**src/rtl/rx_filt_pkg.sv**
```systemverilog
package rx_filt_pkg;
  localparam int MAC_BYTES    = 6;
  localparam int MODE_OFF     = 'h00;
  localparam int ENA_OFF      = 'h04;
  localparam int TBL_BASE     = 'h08;
  localparam int ENTRY_STRIDE = 8;

  // Field order follows the mode register bit positions (bit 0 = acc_uc).
  typedef struct packed {
    logic cmp_en;
    logic cmp_inv;
    logic acc_bc;
    logic acc_mc;
    logic acc_uc;
  } filt_mode_t;
endpackage

```
**src/rtl/rx_filt_regs.sv**
```systemverilog
module rx_filt_regs
  import rx_filt_pkg::*;
#(
  parameter int NUM_ENTRIES = 16,
  parameter int REG_AW      = 8
) (
  input  logic                          clk_i,
  input  logic                          rst_ni,
  input  logic                          wr_en_i,
  input  logic [REG_AW-1:0]             wr_addr_i,
  input  logic [31:0]                   wr_data_i,
  input  logic [REG_AW-1:0]             rd_addr_i,
  output logic [31:0]                   rd_data_o,
  output filt_mode_t                    mode_o,
  output logic [NUM_ENTRIES-1:0]        ena_o,
  output logic [NUM_ENTRIES-1:0][47:0]  tbl_o
);
  localparam int MODE_W = $bits(filt_mode_t);

  filt_mode_t                   mode_q;
  logic [NUM_ENTRIES-1:0]       ena_q;
  logic [NUM_ENTRIES-1:0][47:0] tbl_q;
  logic [NUM_ENTRIES-1:0]       hi_sel, lo_sel;
  logic                         mode_sel, ena_sel, wr_mapped;

  assign mode_sel = (wr_addr_i == REG_AW'(MODE_OFF));
  assign ena_sel  = (wr_addr_i == REG_AW'(ENA_OFF));

  for (genvar i = 0; i < NUM_ENTRIES; i++) begin : g_dec
    assign hi_sel[i] = (wr_addr_i == REG_AW'(TBL_BASE + ENTRY_STRIDE*i));
    assign lo_sel[i] = (wr_addr_i == REG_AW'(TBL_BASE + ENTRY_STRIDE*i + 4));
  end

  assign wr_mapped = mode_sel | ena_sel | (|hi_sel) | (|lo_sel);

  always_ff @(posedge clk_i or negedge rst_ni) begin
    if (!rst_ni) begin
      mode_q <= '0;
      ena_q  <= '0;
      tbl_q  <= '0;
    end else if (wr_en_i) begin
      if (mode_sel) mode_q <= filt_mode_t'(wr_data_i[MODE_W-1:0]);
      if (ena_sel)  ena_q  <= wr_data_i[NUM_ENTRIES-1:0];
      for (int i = 0; i < NUM_ENTRIES; i++) begin
        if (hi_sel[i]) tbl_q[i][47:16] <= wr_data_i;
        if (lo_sel[i]) tbl_q[i][15:0]  <= wr_data_i[31:16];
      end
    end
  end

  always_comb begin
    rd_data_o = '0;
    if (rd_addr_i == REG_AW'(MODE_OFF)) rd_data_o = 32'(mode_q);
    if (rd_addr_i == REG_AW'(ENA_OFF))  rd_data_o = 32'(ena_q);
    for (int i = 0; i < NUM_ENTRIES; i++) begin
      if (rd_addr_i == REG_AW'(TBL_BASE + ENTRY_STRIDE*i))
        rd_data_o = tbl_q[i][47:16];
      if (rd_addr_i == REG_AW'(TBL_BASE + ENTRY_STRIDE*i + 4))
        rd_data_o = {tbl_q[i][15:0], 16'h0000};
    end
  end

  assign mode_o = mode_q;
  assign ena_o  = ena_q;
  assign tbl_o  = tbl_q;


  a_r10_unmapped_write_ignored: assert property (@(posedge clk_i) disable iff (!rst_ni)
    wr_en_i && !wr_mapped |=> $stable(mode_q) && $stable(ena_q) && $stable(tbl_q));
endmodule

```
**src/rtl/rx_filt_capture.sv**
```systemverilog
module rx_filt_capture
  import rx_filt_pkg::*;
(
  input  logic        clk_i,
  input  logic        rst_ni,
  input  logic        frame_start_i,
  input  logic        byte_valid_i,
  input  logic [7:0]  byte_i,
  output logic [47:0] da_o,
  output logic        last_o
);
  localparam int CNT_W = $clog2(MAC_BYTES + 1);

  logic [CNT_W-1:0]               cnt_q, cnt_eff;
  logic [MAC_BYTES-2:0][7:0]      hold_q;
  logic                           take;

  assign cnt_eff = frame_start_i ? '0 : cnt_q;
  assign take    = byte_valid_i && (cnt_eff < CNT_W'(MAC_BYTES));
  assign last_o  = take && (cnt_eff == CNT_W'(MAC_BYTES - 1));

  always_ff @(posedge clk_i or negedge rst_ni) begin
    if (!rst_ni) begin
      cnt_q  <= CNT_W'(MAC_BYTES);
      hold_q <= '0;
    end else begin
      cnt_q <= take ? cnt_eff + 1'b1 : cnt_eff;
      for (int i = 0; i < MAC_BYTES - 1; i++)
        if (take && cnt_eff == CNT_W'(i)) hold_q[i] <= byte_i;
    end
  end

  // Byte 0 is the earliest byte and lands in the top octet.
  always_comb begin
    da_o[7:0] = byte_i;
    for (int i = 0; i < MAC_BYTES - 1; i++)
      da_o[47-8*i -: 8] = hold_q[i];
  end


  a_r8_count_bounded: assert property (@(posedge clk_i) disable iff (!rst_ni)
    cnt_q <= CNT_W'(MAC_BYTES));
  a_r9_start_restarts: assert property (@(posedge clk_i) disable iff (!rst_ni)
    frame_start_i |=> cnt_q <= CNT_W'(1));
endmodule

```
**src/rtl/rx_filt_match.sv**
```systemverilog
module rx_filt_match
  import rx_filt_pkg::*;
#(
  parameter int NUM_ENTRIES = 16
) (
  input  logic [47:0]                   da_i,
  input  filt_mode_t                    mode_i,
  input  logic [NUM_ENTRIES-1:0]        ena_i,
  input  logic [NUM_ENTRIES-1:0][47:0]  tbl_i,
  output logic                          hit_o,
  output logic                          accept_o
);
  logic [NUM_ENTRIES-1:0] eq;
  logic is_bc, is_mc, is_uc, tbl_res;

  for (genvar i = 0; i < NUM_ENTRIES; i++) begin : g_cmp
    assign eq[i] = ena_i[i] && (tbl_i[i] == da_i);
  end

  assign hit_o   = |eq;
  assign is_bc   = &da_i;
  assign is_mc   = da_i[40] && !is_bc;
  assign is_uc   = !da_i[40];
  assign tbl_res = mode_i.cmp_en && (hit_o ^ mode_i.cmp_inv);

  assign accept_o = tbl_res
                 || (is_bc && mode_i.acc_bc)
                 || (is_mc && mode_i.acc_mc)
                 || (is_uc && mode_i.acc_uc);
endmodule

```
**src/rtl/rx_addr_filter.sv**
```systemverilog
module rx_addr_filter
  import rx_filt_pkg::*;
#(
  parameter int NUM_ENTRIES = 16,
  parameter int REG_AW      = 8
) (
  input  logic              clk_i,
  input  logic              rst_ni,
  input  logic              wr_en_i,
  input  logic [REG_AW-1:0] wr_addr_i,
  input  logic [31:0]       wr_data_i,
  input  logic [REG_AW-1:0] rd_addr_i,
  output logic [31:0]       rd_data_o,
  input  logic              frame_start_i,
  input  logic              byte_valid_i,
  input  logic [7:0]        byte_i,
  output logic              decision_valid_o,
  output logic              accept_o
);
  filt_mode_t                   mode;
  logic [NUM_ENTRIES-1:0]       ena;
  logic [NUM_ENTRIES-1:0][47:0] tbl;
  logic [47:0]                  da;
  logic                         last, hit, acc;
  logic                         valid_q, accept_q;

  rx_filt_regs #(.NUM_ENTRIES(NUM_ENTRIES), .REG_AW(REG_AW)) u_regs (
    .clk_i, .rst_ni, .wr_en_i, .wr_addr_i, .wr_data_i, .rd_addr_i, .rd_data_o,
    .mode_o(mode), .ena_o(ena), .tbl_o(tbl)
  );

  rx_filt_capture u_cap (
    .clk_i, .rst_ni, .frame_start_i, .byte_valid_i, .byte_i,
    .da_o(da), .last_o(last)
  );

  rx_filt_match #(.NUM_ENTRIES(NUM_ENTRIES)) u_match (
    .da_i(da), .mode_i(mode), .ena_i(ena), .tbl_i(tbl),
    .hit_o(hit), .accept_o(acc)
  );

  always_ff @(posedge clk_i or negedge rst_ni) begin
    if (!rst_ni) begin
      valid_q  <= 1'b0;
      accept_q <= 1'b0;
    end else begin
      valid_q <= last;
      if (last) accept_q <= acc;
    end
  end

  assign decision_valid_o = valid_q;
  assign accept_o         = accept_q;

  a_r8_single_pulse: assert property (@(posedge clk_i) disable iff (!rst_ni)
    decision_valid_o |=> !decision_valid_o);
  a_r8_follows_byte: assert property (@(posedge clk_i) disable iff (!rst_ni)
    $rose(decision_valid_o) |-> $past(byte_valid_i));
  a_r9_no_decision_after_start: assert property (@(posedge clk_i) disable iff (!rst_ni)
    frame_start_i |=> !decision_valid_o);
  a_r6_zero_mode_rejects: assert property (@(posedge clk_i) disable iff (!rst_ni)
    last && mode == '0 |=> !accept_o);
  a_r4_hit_needs_enable: assert property (@(posedge clk_i) disable iff (!rst_ni)
    hit |-> ena != '0);
endmodule

```
**config.mk**
```make
export PLATFORM = sky130hd
export DESIGN_NAME = rx_addr_filter
export DESIGN_NICKNAME = d
export VERILOG_FILES = /design/src/rtl/rx_filt_pkg.sv /design/src/rtl/rx_filt_regs.sv /design/src/rtl/rx_filt_capture.sv /design/src/rtl/rx_filt_match.sv /design/src/rtl/rx_addr_filter.sv
export SDC_FILE = /design/constraint.sdc
export NUM_CORES = 2
export LEC_CHECK = 0
export CORE_MARGIN = 3
export CORE_UTILIZATION = 30
export CTS_BUF_LIST = sky130_fd_sc_hd__clkbuf_2 sky130_fd_sc_hd__clkbuf_4 sky130_fd_sc_hd__clkbuf_8
export CTS_CLUSTER_DIAMETER = 80
export DETAILED_ROUTE_END_ITERATION = 12
export GPL_ROUTABILITY_DRIVEN = 0
export HOLD_SLACK_MARGIN = 0.05
export PLACE_DENSITY = 0.47
export SKIP_CTS_REPAIR_TIMING = 1
export SLEW_MARGIN = 20
export SYNTH_ARGS = -nofsm -noshare
export SYNTH_HDL_FRONTEND = slang
export SYNTH_HIERARCHICAL = 1
export SYNTH_SLANG_ARGS = --single-unit
```
**constraint.sdc**
```tcl
create_clock -name clk_i -period 3.6 [get_ports clk_i]
set_input_delay 0.72 -clock clk_i [delete_from_list [all_inputs] [get_ports clk_i]]
set_output_delay 0.72 -clock clk_i [all_outputs]
set_load 0.02 [all_outputs]
```
* Yosys cells after proc, flatten, opt, wreduce, memory -nomap -nowiden
Index checks and enable logic that the tools add are counted.
** Storage, ports and cells
- Flip-flop bits (word level) :: 834
- Bits of input ports :: 61
- Output and inout bits :: 34
- Logic and storage cells :: 244
** Operators by class
- $add $sub $neg :: 1
- Magnitude comparators :: 1
- Equality and inequality tests :: 87
- Muxes and demuxes :: 36
- Bitwise operators :: 1
- Reduce and logical (&&, ||, !) cells :: 72
** Operators with widths (count)
- 32-bit 2-to-1 mux :: 32
- 48-bit equality test :: 16
- 8-bit by 7-bit equality test with 1-bit output (second input constant) :: 32
- 8-bit by 6-bit equality test with 1-bit output (second input constant) :: 16
- 2-bit AND reduction :: 34
- 8-bit by 5-bit equality test with 1-bit output (second input constant) :: 8
- 48-bit AND reduction :: 1
- 8-bit by 4-bit equality test with 1-bit output (second input constant) :: 4
- 8-bit equality test (second input constant) :: 4
- 1-bit logical AND :: 28
- 8-bit by 3-bit equality test with 1-bit output (second input constant) :: 2
- 8-bit logical NOT :: 2
- 16-bit 2-to-1 mux :: 1
- 16-bit OR reduction :: 1
- 3-bit by 2-bit equality test with 1-bit output (second input constant) :: 2
- 3-bit equality test (second input constant) :: 2
- 3-bit 2-to-1 mux :: 2
- 5-bit 2-to-1 mux :: 1
- 3-bit by 1-bit adder with 3-bit output (second input constant) :: 1
- 3-bit by 1-bit equality test with 1-bit output (second input constant) :: 1
- 3-bit logical NOT :: 1
- 1-bit logical OR :: 3
- 3-bit less-than comparator (second input constant) :: 1
- 1-bit logical NOT :: 2
- 1-bit XOR :: 1

* Logic depth before layout (Yosys ltp)
- Word-level depth :: 35
- Mapped depth :: 13
- Mapped depth without buffers :: 10

* Cells and area by module
The synthesis kept the hierarchy.
** By module, submodules not included
- rx_filt_regs :: instances 1, cells an instance 2859, area an instance 36296.1 µm², seq. area each 19743.9 µm²
- rx_filt_match :: instances 1, cells an instance 1219, area an instance 9263.9 µm², seq. area each 0.0 µm²
- rx_filt_capture :: instances 1, cells an instance 121, area an instance 1786.7 µm², seq. area each 1078.5 µm²
- rx_addr_filter :: instances 1, cells an instance 3, area an instance 65.1 µm², seq. area each 50.0 µm²

* Worst setup path after synthesis
Ideal clock, no wire load.
- Kind :: input -> output
- From :: in rd_addr_i[6]
- To :: out rd_data_o[24]
- Arrival :: 2.800 ns
- Data required time :: 2.880 ns
- Path slack :: 0.080 ns
- Stages on the path :: 9
- Path buffers :: 3
- Path through :: buf_4 > or4b_4 > buf_6 > buf_2 > nor2_2 > a211oi_1 > o2111ai_1 > a311oi_1 > nor3_1
** On the way
- Cells in the longest elaborated chain, start to end :: 33
- Elaborated cells on any way between the ends :: 64
- Those cells by class :: eq/ne: 32; mux: 32
** RTL lines
- start: declaration :: line rx_addr_filter.sv:12 : input logic [REG_AW-1:0] rd_addr_i,
- 8-bit by 4-bit equality test with 1-bit output :: line rx_filt_regs.sv:56 : if (rd_addr_i == REG_AW'(TBL_BASE + ENTRY_STRIDE*i))
- 32-bit 2-to-1 mux :: line rx_filt_regs.sv:56
- 32-bit 2-to-1 mux :: line rx_filt_regs.sv:58 : if (rd_addr_i == REG_AW'(TBL_BASE + ENTRY_STRIDE*i + 4))
- 32-bit 2-to-1 mux :: line rx_filt_regs.sv:56
- 32-bit 2-to-1 mux :: line rx_filt_regs.sv:58
- 32-bit 2-to-1 mux :: line rx_filt_regs.sv:56
- 32-bit 2-to-1 mux :: line rx_filt_regs.sv:58
- 32-bit 2-to-1 mux :: line rx_filt_regs.sv:56
- [... 17 more ...]
- 32-bit 2-to-1 mux :: line rx_filt_regs.sv:56
- 32-bit 2-to-1 mux :: line rx_filt_regs.sv:58
- 32-bit 2-to-1 mux :: line rx_filt_regs.sv:56
- 32-bit 2-to-1 mux :: line rx_filt_regs.sv:58
- 32-bit 2-to-1 mux :: line rx_filt_regs.sv:56
- 32-bit 2-to-1 mux :: line rx_filt_regs.sv:58
- 32-bit 2-to-1 mux :: line rx_filt_regs.sv:56
- 32-bit 2-to-1 mux (*) :: line rx_filt_regs.sv:58
- end: declaration :: line rx_addr_filter.sv:13 : output logic [31:0] rd_data_o,
Every way passes the cells marked *; elsewhere a longest branch is shown, timed or not.

* Worst setup path after layout
- From :: in rd_addr_i[5]
- To :: out rd_data_o[20]
The elaborated chain is that of the path after synthesis.

==> metrics <==
status=complete, but fails checks; failing checks=negative setup slack; pin count of the biggest net entering global routing=slightly below 80; worst-margin pin slew=1147 ps; Hold Path Depth=3; root buf cell=clkbuf_8; Max VDD drop=357.6 µV; Post-synth EDFFs=0; fin util=0.3949; Post-Layout Inst Area=61830 µm²; Reg2Reg Setup Slack=-90 ps; Warnings, synthesis=6; Post-Syn Nets=4266; initial DRC count=7444; FILL cells=15296; share of cells above drive strength 1=0.4477; TritonCTS clock tree=built; FMAX=approximately 240 MHz; Mapped Area=47410 µm²; Vias/cell=between 6 and 7; terminus of the critical flop-to-flop path=accept_o; placement-stage cell area=56200 µm²; Multi-input gate area=roughly 26000 µm²; worst-path maximum fanout=7; period utilization=1.164; Clock Tree Buf Depth=3; Rel. slew slack=0.2352; crit path capture type=output pin; Final setup viols=33; max cap viols=0; leading cell types in the layout, fill and taps excluded=831 x mux2_2, 828 x dfrtp_1, 673 x buf_4; Hold Crit Class=input port to register; max-slew violations=0; htree depth=4; Async SR Flop Fraction=1.000; Overall Global Routing Usage=0.3341; PwrDens=471.0 nW/µm²; number of primary I/O pins=95; RSZ-0062 raised after global routing=yes; die area=roughly 160000 µm²; Layout Cells excl Fill=slightly above 7000; crit path kind=input port to output pin; initial antenna violation count=18; synthesis-to-finish area growth=30.41%; Pre-Repair DR Iteration Count=10; Synth Register Bits=roughly 830; Post-layout nets=about 5000; CTS Buf Count=156; Vias=around 44000; Port-buffer cells=94; worst hold path startpoint=byte_i[5]; Sequential Area=20880 µm²; vias in the first global route=41322; Worst Skew=62.09 ps; initial core utilization=0.3028; sequential cell area fraction in the yosys report=0.4402; worst r2r path cells=13; first-pass GRT wire length=roughly 370 mm; crit path DAT=3470 ps; Die Y=403.5 µm; worst-skew pair later-pin latency=980 ps; P_leak=28.65 nW; total grt overflow=0; Die X=403.5 µm; commonest non-fill, non-tap cell in the layout=mux2_2; antenna-violating nets left=0; CP startpoint kind=input port; drt wl/cell=between 30 and 40 µm; DPL Wire Length=214.7 mm; clock transition at the registers of the reported paths=60 ps; Fin. Hold Viols=0; reg2reg start=u_cap/da_o[30]; Syn Area/Cell=11.28 µm²; total core area=156600 µm²; Top FF cell, synth=dfrtp_1; Worst Path Required=2880 ps; number of remaining DRC errors=0; setup ws final=-591.7 ps; CTS sink cnt=834; Mapped Cells=4202; Final min period=4192 ps; Site Rows=145; Placed Cells=6785; drt total wl=283.6 mm; worst-case hold path end point=u_cap/da_o[13]; post-synth cell types=100
-- worst max-delay path: stages --
cell and delay [ps]:
buf_6 100, buf_12 130, or4b_4 610, buf_6 160, buf_8 140, o32ai_4 360
a32oi_2 120, o22ai_1 140, buf_4 160, and3_4 160, a211o_1 190, a41oi_2 140
buf_6 180, buf_6 130
-- power breakdown --
group | switching, W | leakage [nW] | internal [W] | total (W)
Combinational | 0.00526 | 15.5 | 0.00307 | 0.00833
Clock | 0.00458 | 1.71 | 0.00533 | 0.00991
Sequential | 0.000970 | 11.4 | 0.00991 | 0.0109
Total | 0.0108 | 28.7 | 0.0183 | 0.0291
-- cells in the mapped netlist, types with 8 or more instances --
master,instances,area [µm²]
dfrtp_1,832,20820
mux2_2,831,9358
xnor2_1,349,3057
xor2_1,348,3048
nand2_1,147,551.8
nand4_1,141,882.1
a22oi_1,140,1051
clkbuf_1,123,461.7
buf_2,119,595.6
nor4_1,118,738.2
nor2_1,112,420.4
nand3_1,85,425.4
o22ai_1,77,481.7
o21ai_0,71,355.3
a21oi_1,69,345.3
buf_1,53,198.9
a221oi_1,51,446.7
inv_1,51,191.4
buf_4,48,360.4
nor3_1,40,200.2
a222oi_1,32,320.3
o211ai_1,23,172.7
o221ai_1,21,183.9
nor2b_1,17,106.4
a22o_1,15,131.4
o2111ai_1,14,122.6
inv_2,13,48.80
nor2_2,13,81.33
o21ai_1,13,65.06
a31oi_1,12,75.07
a211oi_1,11,82.58
a221o_1,10,100.1
buf_6,10,112.6
o2bb2ai_1,10,87.58
and3_1,9,56.30
a32oi_1,8,70.07
-- metal layers --
metal  wire length (µm)  part of all wire  track usage
met5                 54           0.00019            0
met4              21060             0.074       0.1821
met3              39760              0.14       0.1386
met2             110700              0.39       0.4608
met1             112100              0.40       0.4395
-- through the flow --
stage	power [W]	TNS, ps	setup slack (ps)	hold slack (ps)
after floorplan	0.01387	0	79.64	424.4
after global placement	0.01858	-42970	-1642	513.7
after detailed placement	0.01858	-42140	-1615	522.7
after CTS	0.02850	-42870	-1621	-222.9
after global routing	0.02959	-12310	-609.1	202.9
final	0.02912	-12420	-591.7	229.1
-- cell type report --
cell class | instances | area share
clock inverters | 34 | 0.005990
repair buffers | 940 | 0.1449
inverters | 66 | 0.004067
diodes | 8 | 0.0003238
clock buffers | 230 | 0.04614
flip-flops and latches | 834 | 0.3377
well taps | 2058 | 0.04164
multi-input cells | 2948 | 0.4193
-- state kept, by name, summed over array words and instances (netlist names) --
| signal | cells |
|---|---|
| u_regs/mode_o | 5 |
| u_cap/da_o | 40 |
| u_regs/tbl_o | 768 |
| u_cap/cnt_q | 3 |
| u_regs/ena_o | 16 |
| decision_valid_o | 1 |
| accept_o | 1 |
-- logic make-up after synthesis --
| family | share of synthesized area |
|---|---|
| buffers and inverters | 0.04180 |
| adder cells (fa/ha/maj) | 0.0007918 |
| flip-flops | 0.4402 |
| AO/OA/AOI/OAI | 0.1012 |
| XOR/XNOR | 0.1288 |
| multiplexers | 0.1992 |
| AND/OR/NAND/NOR | 0.08804 |
-- worst max path at each step --
stage | startpoint | end | slack [ps] | cells past startpoint
after global placement | rd_addr_i[4] | rd_data_o[18] | -1640 | 15
after detailed placement | rd_addr_i[1] | rd_data_o[21] | -1610 | 9
after floorplan | rd_addr_i[6] | rd_data_o[24] | 80 | 9
final | rd_addr_i[5] | rd_data_o[20] | -590 | 14
after CTS | rd_addr_i[1] | rd_data_o[21] | -1620 | 9
after global routing | rd_addr_i[5] | rd_data_o[24] | -610 | 15
(Power assumes the default switching activity.)
